File: src/rtl/cap_pkg.sv
package cap_pkg;

  typedef enum logic [1:0] {
    ST_ARMED   = 2'd0,
    ST_CAPTURE = 2'd1,
    ST_FULL    = 2'd2
  } cap_state_t;

endpackage

File: src/rtl/trig_match.sv
module trig_match #(
  parameter int DATA_W = 4
) (
  input  logic [DATA_W-1:0] din,
  input  logic [DATA_W-1:0] trig,
  input  logic [DATA_W-1:0] mask,
  output logic              hit
);

  logic [DATA_W-1:0] bit_ok;

  // per-bit agreement: masked data bit equals the trigger bit
  for (genvar i = 0; i < DATA_W; i++) begin : g_bit
    assign bit_ok[i] = ~((din[i] & mask[i]) ^ trig[i]);
  end

  assign hit = &bit_ok;

endmodule

File: src/rtl/cap_ctrl.sv
module cap_ctrl
  import cap_pkg::*;
#(
  parameter int DEPTH  = 16,
  parameter int ADDR_W = (DEPTH > 1) ? $clog2(DEPTH) : 1
) (
  input  logic              clk,
  input  logic              rst,
  input  logic              hit,
  output logic              we,
  output logic [ADDR_W-1:0] wr_addr,
  output logic              armed,
  output logic              capturing,
  output logic              full
);

  localparam logic [ADDR_W-1:0] LAST = ADDR_W'(DEPTH - 1);

  cap_state_t        state_q, state_d;
  logic [ADDR_W-1:0] ptr_q, ptr_d;
  logic              last;

  assign wr_addr = (state_q == ST_ARMED) ? '0 : ptr_q;
  assign last    = (wr_addr == LAST);

  always_comb begin
    we      = 1'b0;
    state_d = state_q;
    ptr_d   = ptr_q;
    unique case (state_q)
      ST_ARMED: begin
        if (hit) begin
          we      = 1'b1;
          state_d = last ? ST_FULL : ST_CAPTURE;
          ptr_d   = last ? '0 : wr_addr + 1'b1;
        end
      end
      ST_CAPTURE: begin
        we      = 1'b1;
        state_d = last ? ST_FULL : ST_CAPTURE;
        ptr_d   = last ? '0 : wr_addr + 1'b1;
      end
      default: begin
        state_d = ST_FULL;
      end
    endcase
  end

  always_ff @(posedge clk) begin
    if (rst) begin
      state_q   <= ST_ARMED;
      ptr_q     <= '0;
      armed     <= 1'b1;
      capturing <= 1'b0;
      full      <= 1'b0;
    end else begin
      state_q   <= state_d;
      ptr_q     <= ptr_d;
      armed     <= (state_d == ST_ARMED);
      capturing <= (state_d == ST_CAPTURE);
      full      <= (state_d == ST_FULL);
    end
  end

  // a completed record stays frozen
  p_full_sticky_r6: assert property (@(posedge clk) disable iff (rst)
    full |=> full);

  // no write may reach the memory while holding
  p_no_write_full_r6: assert property (@(posedge clk) disable iff (rst)
    full |-> !we);

  // a match while armed leaves the armed state
  p_trig_leaves_armed_r2: assert property (@(posedge clk) disable iff (rst)
    (armed && hit) |=> (capturing || full));

  // no match while armed keeps the block armed
  p_stay_armed_r2: assert property (@(posedge clk) disable iff (rst)
    (armed && !hit) |=> armed);

  // capture only ends in the full state
  p_capture_progress_r4: assert property (@(posedge clk) disable iff (rst)
    capturing |=> (capturing || full));

  // consecutive writes use consecutive addresses
  p_addr_step_r4: assert property (@(posedge clk) disable iff (rst)
    (we && !last) |=> (we && wr_addr == $past(wr_addr) + 1'b1));

  // exactly one status flag
  p_one_flag_r10: assert property (@(posedge clk) disable iff (rst)
    $onehot({armed, capturing, full}));

endmodule

File: src/rtl/cap_mem.sv
module cap_mem #(
  parameter int DATA_W = 4,
  parameter int DEPTH  = 16,
  parameter int ADDR_W = (DEPTH > 1) ? $clog2(DEPTH) : 1
) (
  input  logic              clk,
  input  logic              rst,
  input  logic              we,
  input  logic [ADDR_W-1:0] waddr,
  input  logic [DATA_W-1:0] wdata,
  input  logic [ADDR_W-1:0] raddr,
  output logic [DATA_W-1:0] rdata
);

  logic [DATA_W-1:0] store [DEPTH];

  // simple dual-port, registered read: block RAM friendly
  always_ff @(posedge clk) begin
    if (we) store[waddr] <= wdata;
    rdata <= store[raddr];
  end

  // writes stay inside the record
  p_waddr_range_r4: assert property (@(posedge clk) disable iff (rst)
    we |-> (int'(waddr) < DEPTH));

endmodule

File: src/rtl/trig_capture.sv
module trig_capture #(
  parameter int DATA_W = 4,
  parameter int DEPTH  = 16,
  parameter int ADDR_W = (DEPTH > 1) ? $clog2(DEPTH) : 1
) (
  input  logic              clk,
  input  logic              rst,
  input  logic [DATA_W-1:0] din,
  input  logic [DATA_W-1:0] trig,
  input  logic [DATA_W-1:0] mask,
  input  logic [ADDR_W-1:0] rd_addr,
  output logic [DATA_W-1:0] rd_data,
  output logic              armed,
  output logic              capturing,
  output logic              full
);

  logic              hit;
  logic              we;
  logic [ADDR_W-1:0] wr_addr;

  trig_match #(.DATA_W(DATA_W)) u_match (
    .din  (din),
    .trig (trig),
    .mask (mask),
    .hit  (hit)
  );

  cap_ctrl #(.DEPTH(DEPTH), .ADDR_W(ADDR_W)) u_ctrl (
    .clk       (clk),
    .rst       (rst),
    .hit       (hit),
    .we        (we),
    .wr_addr   (wr_addr),
    .armed     (armed),
    .capturing (capturing),
    .full      (full)
  );

  cap_mem #(.DATA_W(DATA_W), .DEPTH(DEPTH), .ADDR_W(ADDR_W)) u_mem (
    .clk   (clk),
    .rst   (rst),
    .we    (we),
    .waddr (wr_addr),
    .wdata (din),
    .raddr (rd_addr),
    .rdata (rd_data)
  );

  // with the record frozen and the address held, read data is steady
  p_rd_steady_r8: assert property (@(posedge clk) disable iff (rst)
    (full && $past(full) && $stable(rd_addr)) |=> $stable(rd_data));

endmodule

File: config.mk
export PLATFORM = sky130hd
export DESIGN_NAME = trig_capture
export DESIGN_NICKNAME = d
export VERILOG_FILES = /design/src/rtl/cap_pkg.sv /design/src/rtl/trig_match.sv /design/src/rtl/cap_ctrl.sv /design/src/rtl/cap_mem.sv /design/src/rtl/trig_capture.sv
export SDC_FILE = /design/constraint.sdc
export NUM_CORES = 1
export LEC_CHECK = 0
export ABC_CLOCK_PERIOD_IN_PS = 2700
export CELL_PAD_IN_SITES_DETAIL_PLACEMENT = 1
export CELL_PAD_IN_SITES_GLOBAL_PLACEMENT = 2
export CORE_ASPECT_RATIO = 0.7
export CORE_MARGIN = 1
export CORE_UTILIZATION = 25
export DETAILED_ROUTE_END_ITERATION = 8
export PLACE_DENSITY = 0.57
export SYNTH_ARGS = -nofsm -noshare
export SYNTH_HDL_FRONTEND = slang
export SYNTH_SLANG_ARGS = --single-unit
File: constraint.sdc
create_clock -name clk -period 2.7 [get_ports clk]
set_clock_uncertainty 0.1 [all_clocks]
set_input_delay 0.54 -clock clk [delete_from_list [all_inputs] [get_ports clk]]
set_output_delay 0.54 -clock clk [all_outputs]
set_load 0.05 [all_outputs]
==> results of run 1 <==
## cell type report
cell class                 count  area share
multi-input combinational     96       0.228
tap                          157      0.0498
inverter                       5     0.00476
timing repair buffer          36      0.0869
sequential                    77       0.553
clock buffer                  11      0.0590
clock inverter                 5      0.0190
## worst max-delay path: stages
cell and delay (ns):
clkdlybuf4s50_1 0.66, and3_1 0.23, o22a_1 0.17, a31oi_1 0.13
nor3b_1 0.23, buf_4 0.18
## cells in the final DEF, fill, tap and decap left out, types with 2 or more instances in the layout
| cell | instances |
|---|---|
| edfxtp_1 | 64 |
| clkdlybuf4s50_1 | 24 |
| mux4_2 | 20 |
| nor2_1 | 17 |
| dfxtp_1 | 13 |
| buf_4 | 11 |
| clkbuf_16 | 9 |
| nand2_1 | 7 |
| nor3_1 | 7 |
| and3_1 | 6 |
| inv_1 | 4 |
| nand3b_1 | 4 |
| a21oi_1 | 4 |
| and4_1 | 3 |
| o21ai_0 | 3 |
| nand3_1 | 3 |
| o21a_1 | 2 |
| nand2b_1 | 2 |
| a21bo_2 | 2 |
| a31oi_1 | 2 |
| nor3b_1 | 2 |
| ha_1 | 2 |
| bufinv_16 | 2 |
| clkbuf_1 | 2 |
| clkinv_1 | 2 |
## metal layers
metal  vias up  routed length (um)  global-route usage
li1        823                   -                   -
met5         -                   0                   0
met4         0                  76              0.0565
met2        45                3130               0.183
met3         5                 454              0.0432
met1       913                3790               0.178
## cells by family after synthesis
group | after synthesis | synth area share
fa+ha+maj | 2 | 0.00796
simple gates | 52 | 0.0852
mux | 20 | 0.143
flops | 77 | 0.695
compound gates | 22 | 0.0494
buf+inv | 13 | 0.0195
## per-stage QoR
| stage | setup WS (ns) | hold slack (ns) | utilization | instance area (sq um) |
|---|---|---|---|---|
| after global routing | 0.384 | 0.576 | 0.330 | 3950 |
| after global placement | 0.168 | 0.522 | 0.304 | 3640 |
| final | 0.492 | 0.528 | 0.330 | 3950 |
| after floorplan | 0.644 | 0.440 | - | 3140 |
| after detailed placement | 0.133 | 0.535 | 0.304 | 3640 |
| after CTS | 0.480 | 0.541 | 0.330 | 3950 |
## power groups by stage
stage               combinational, mW  clock (mW)  sequential [mW]
global route                    0.201        1.32             1.31
detailed placement              0.189           0             1.33
floorplan                      0.0721           0             1.36
CTS                             0.190        1.29             1.31
finish                          0.186        1.26             1.31
global placement                0.188           0             1.33
## worst paths after layout
path                       endpoint  slack (ns)  cells past startpoint
setup / recovery  u_mem.store[0][3]        0.49                      6
hold / removal      u_ctrl.ptr_q[1]        0.53                      2
setup reg to reg  u_mem.store[7][3]        0.57                      4
hold reg to reg     u_ctrl.ptr_q[1]        0.53                      2
## flip-flops by register name (all words and copies together), names as in the netlist
| name | count |
|---|---|
| u_ctrl.capturing | 1 |
| u_ctrl.state_q | 2 |
| u_ctrl.full | 1 |
| u_mem.rdata | 4 |
| u_ctrl.armed | 1 |
| u_mem.store | 64 |
| u_ctrl.ptr_q | 4 |
==> metrics.cfg, run 1 <==
[outcome]
status = finished clean

[final_layout]
fin_cells = 387
area_delta_synth_final_pct = 25.6
drive_gt1_frac = 0.204
fillCellCount = 1239
regArea_sq_um = 2180
multi_input_area_sq_um = 898
antenna_cells = 0
layout.nets = 245

[clock_network]
ctsResizeCount = 0
cts_setup_buffers = 0
clkTransAtPathRegs_ns = 0.06
root_buffer = clkbuf_16
cts.hold.buffers_added = 0
cts_made_buffers = 9
htree_levels = 3
cts_tree = yes
clock_latency_ns = 0.33
clock_sinks = 77
clock_path_buffers = 2

[timing]
fin_crit_ns = 2.21
hold_viol_final = 0
tightestPinTransition_ns = 0.598
rsz0062_at_grt = false
drv_slew = 0
max_freq_ghz = 0.453
max_slew_margin = 0.600
setup-tns-final_ns = 0
period_share = 0.818
setup_viol = 0

[pwr]
power.switching_mw = 0.558
pwr-share-seq = 0.475
power_mw = 2.75
power_density_nw_per_um2 = 696
p_leak_nw = 1.28
clkPwrFrac = 0.457
p_int_mw = 2.19
p_comb_frac = 0.068
vdd_ir_drop_max_uv = 337
p_sw_frac = 0.203

[synthesis]
synth_seq_area_share = 0.695
async_reset_ff_frac = 0
syn_area_sq_um = 3140
syn_avg_cell_area_sq_um = 16.9
yosys-top-cells-count = edfxtp_1 (64), mux4_2 (20), nor2_1 (17), dfxtp_1 (13)
synth_edf_count = 64
yosysTopAreaCell = edfxtp_1
syn_nets = 206
syn_inst = 186
synth_cell_types = 34
synth-seq-cells = 77
yosys-top-cells-area = edfxtp_1 (61%), mux4_2 (14%), dfxtp_1 (8.3%)
ys_warn_count = 0
yosys_most_used_dff = edfxtp_1
synth.most_common_cell = edfxtp_1
synth_top_area_frac = 0.612

[floorplan]
die_height_um = 95.8
die_area_sq_um = 13000
start_util = 0.262
core_sq_um = 12000
ios = 25
fp-row-count = 33
die_x_um = 136

[run]
cap_violations = 0

[placement]
dp_cells = 371
dp_hpwl_um = 5360
globalplace.congestion = 0.729
port_buffers = 24

[global_routing]
grt_pass1_wl_um = 11500
overflow = 0
grt_pass1_vias = 1855
grt_max_degree = 17
antenna_found_initial = 0
grt.total_usage = 0.129

[drt]
drt_iter0_markers = 118
num_vias = 1786
wl_per_cell_um = 19.2
ant_nets = 0
post-route-drc-count = 0
firstDrtPassIters = 4
wl_um = 7440
avgViaCountPerCell = 4.61

[critical_path]
arrival_ns = 2.15
worstPathRequired_ns = 2.64
cp-startpoint = din[2]
timing.rr.start = u_ctrl.state_q[1]
crit_fanout = 6
endpoint_kind = flop
crit_type = in -> reg
start_kind = input pin

[min_path]
hold_path_class = reg -> reg
worstHoldStart = u_ctrl.ptr_q[1]

No activity file was read; power rests on OpenSTA's default activity.
==> run 2: changes to the inputs <==
--- a/config.mk
+++ b/config.mk
@@ -5,14 +5,14 @@
 export SDC_FILE = /design/constraint.sdc
 export NUM_CORES = 1
 export LEC_CHECK = 0
-export ABC_CLOCK_PERIOD_IN_PS = 2700
+export ABC_CLOCK_PERIOD_IN_PS = 2000
 export CELL_PAD_IN_SITES_DETAIL_PLACEMENT = 1
 export CELL_PAD_IN_SITES_GLOBAL_PLACEMENT = 2
 export CORE_ASPECT_RATIO = 0.7
 export CORE_MARGIN = 1
 export CORE_UTILIZATION = 25
 export DETAILED_ROUTE_END_ITERATION = 8
-export PLACE_DENSITY = 0.57
+export PLACE_DENSITY = 0.58
 export SYNTH_ARGS = -nofsm -noshare
 export SYNTH_HDL_FRONTEND = slang
 export SYNTH_SLANG_ARGS = --single-unit
==> constraint.sdc (replaced) <==
create_clock -name clk -period 2 [get_ports clk]
set_clock_uncertainty 0.1 [all_clocks]
set_input_delay 0.4 -clock clk [delete_from_list [all_inputs] [get_ports clk]]
set_output_delay 0.4 -clock clk [all_outputs]
set_load 0.05 [all_outputs]
==> run 2 against run 1 <==
Compared with the run above: critical path depth fell by 5; non-clock buffer count grew 21; count of clock-buffer cells in the layout shrank 2; combinational power rose by 57%; highest routed layer unchanged; sequential share of layout area is 3.0 points lower; worst hold slack improved by 0.025 ns; worst setup slack lost 0.44 ns; sequential power increased by 34%; sequential cell count unchanged; die area unchanged; global-route usage grew 0.27 points; via count increased by 5.4%.
==> metrics.cfg, run 2 (same netlist as run 1, synthesis figures left out) <==
[pwr]
p_int_mw = 2.98  ; was 2.19 mW
p_sw_frac = 0.207  ; was 0.203
p_leak_nw = 1.43  ; was 1.28 nW
power.switching_mw = 0.777  ; was 0.558 mW
vdd_ir_drop_max_uv = 686  ; was 337 uV
power_density_nw_per_um2 = 900  ; was 696 nW/um^2
power_mw = 3.76  ; was 2.75 mW
p_comb_frac = 0.078  ; was 0.068
clkPwrFrac = 0.454  ; was 0.457
pwr-share-seq = 0.468  ; was 0.475

[critical_path]
worstPathRequired_ns = 1.50  ; was 2.64 ns
r2r_end = u_mem.store[10][0]  ; was u_mem.store[7][3]
arrival_ns = 1.45  ; was 2.15 ns
start_kind = flop  ; was input pin
timing.rr.start = u_ctrl.state_q[1]  ; unchanged
crit_fanout = 1  ; was 6
endpoint_kind = primary output  ; was flop
crit_family = buffers and inverters  ; unchanged
critPathSlowestCell = clkdlybuf4s50_1  ; unchanged
crit_chain = clkdlybuf4s50_1  ; was clkdlybuf4s50_1 > and3_1 > o22a_1 > a31oi_1 > nor3b_1 > buf_4
r2r_cells = 4  ; unchanged
ff2ff_setup_slack_ns = 0.15  ; was 0.57 ns
path_buf_inv = 1  ; was 2
crit_type = reg -> out  ; was in -> reg
max_stage_delay_ns = 0.80  ; was 0.66 ns

[global_routing]
overflow = 0  ; unchanged
grt_pass1_wl_um = 12000  ; was 11500 um
grt_pass1_vias = 2026  ; was 1855
antenna_found_initial = 0  ; unchanged
grt_max_degree = 17  ; unchanged
grt.total_usage = 0.132  ; was 0.129

[drt]
wl_um = 7700  ; was 7440 um
post-route-drc-count = 0  ; unchanged
firstDrtPassIters = 4  ; unchanged
drt_iter0_markers = 167  ; was 118
wl_per_cell_um = 18.9  ; was 19.2 um
avgViaCountPerCell = 4.61  ; about the same
ant_nets = 0  ; unchanged
num_vias = 1882  ; was 1786

[floorplan]
die_x_um = 136  ; unchanged
die_height_um = 95.8  ; unchanged
fp-row-count = 33  ; unchanged
start_util = 0.262  ; unchanged
core_sq_um = 12000  ; unchanged
die_area_sq_um = 13000  ; unchanged
ios = 25  ; unchanged

[final_layout]
area_delta_synth_final_pct = 32.9  ; was 25.6%
top_regs = u_mem.store: 64 flops, u_ctrl.ptr_q: 4 flops, u_mem.rdata: 4 flops  ; unchanged
layout_commonest_cell = edfxtp_1  ; unchanged
regMostFlops = u_mem.store  ; unchanged
largest_reg_flops = 64  ; unchanged
layout.nets = 266  ; was 245
antenna_cells = 0  ; unchanged
drive_gt1_frac = 0.299  ; was 0.204
final_cell_mix = edfxtp_1 (64), buf_4 (30), clkdlybuf4s50_1 (22)  ; was edfxtp_1 (64), clkdlybuf4s50_1 (24), mux4_2 (20)

[timing]
max_freq_ghz = 0.513
rsz0062_at_grt = false  ; unchanged
hold_viol_final = 0  ; unchanged
setup_viol = 0  ; unchanged
fin_crit_ns = 1.95
max_slew_margin = 0.668  ; was 0.600
period_share = 0.975
tightestPinTransition_ns = 0.496  ; was 0.598 ns
setup-tns-final_ns = 0  ; unchanged
drv_slew = 0  ; unchanged

[placement]
port_buffers = 24  ; unchanged
dp_hpwl_um = 5450  ; was 5360 um
globalplace.congestion = 0.725  ; was 0.729

[min_path]
min_to = u_ctrl.ptr_q[0]  ; was u_ctrl.ptr_q[1]
worstHoldPathCells = 2  ; unchanged
worstHoldStart = u_ctrl.ptr_q[0]  ; was u_ctrl.ptr_q[1]
hold_path_class = reg -> reg  ; unchanged

[clock_network]
clock_path_buffers = 2  ; unchanged
cts_tree = yes  ; unchanged
htree_levels = 3  ; unchanged
clock_latency_ns = 0.33  ; about the same
root_buffer = clkbuf_16  ; unchanged
clock_sinks = 77  ; unchanged
clkTransAtPathRegs_ns = 0.06  ; about the same
cts_made_buffers = 9  ; unchanged

[outcome]
status = finished clean  ; unchanged

[run]
cap_violations = 0  ; unchanged

## run 2: cell count changes in the layout (fill, tap and decap cells not counted), moves of 2 or more
cell,delta
clkbuf_1,-2
buf_4,+19
clkinv_2,+2
nor3b_1,-2
clkdlybuf4s50_1,-2
## run 2: cell type report
class | instances | area [sq um]
inverter | 5 | 18.8
sequential | 77 | 2180
clock inverter | 7 | 90.1
timing repair buffer | 57 | 539
tap | 157 | 196
fill | 1243 | 7800
multi-input combinational | 96 | 925
clock buffer | 9 | 225
## run 2: metrics by stage
stage	util	worst slack [ns]	hold WS (ns)	area, sq um	std cells
2_1_floorplan	-	0.0844	0.372	3140	186
3_5_place_dp	0.317	-0.647	0.530	3790	390
6_report	0.349	0.0508	0.553	4180	408
4_1_cts	0.348	0.0299	0.550	4170	408
5_1_grt	0.349	0.00595	0.577	4180	408
3_3_place_gp	0.317	-0.533	0.536	3790	390
## run 2: worst min-delay path, stage by stage (launching register included)
cell     delay (ns)
dfxtp_1        0.32
buf_4          0.14
a32o_1         0.15
## run 2: timing repair
action                                  CTS  global route
setup buffers                             1             0
hold buffers                              0             0
pin swaps                                 1             0
cloned                                    1             0
endpoints found under the setup margin   12             8
gates resized for setup                   5             2
## run 2: routing by layer
metal / GRT usage / vias to the layer above / wire (um)
met5: 0 / - / 0
met4: 0.0417 / 0 / 91
met3: 0.0395 / 6 / 278
met2: 0.182 / 42 / 3140
met1: 0.195 / 962 / 4190
li1: - / 872 / -
## run 2: worst max-delay path by stage
stage	start	to	slack [ns]	cells past startpoint
global placement	din[3]	u_mem.store[0][0]	-0.53	5
finish	u_mem.rdata[2]	rd_data[2]	0.05	1
CTS	din[3]	u_mem.store[0][2]	0.03	6
floorplan	rd_addr[0]	u_mem.rdata[0]	0.08	4
detailed placement	din[3]	u_mem.store[0][1]	-0.65	5
global route	din[2]	u_mem.store[0][2]	0.006	6
## run 2: power by group through the flow
stage	clock network (mW)	logic, mW	registers (mW)
finish	1.71	0.292	1.76
CTS	1.74	0.296	1.76
detailed placement	0	0.281	1.79
floorplan	0	0.0974	1.83
global route	1.81	0.313	1.76
global placement	0	0.279	1.79
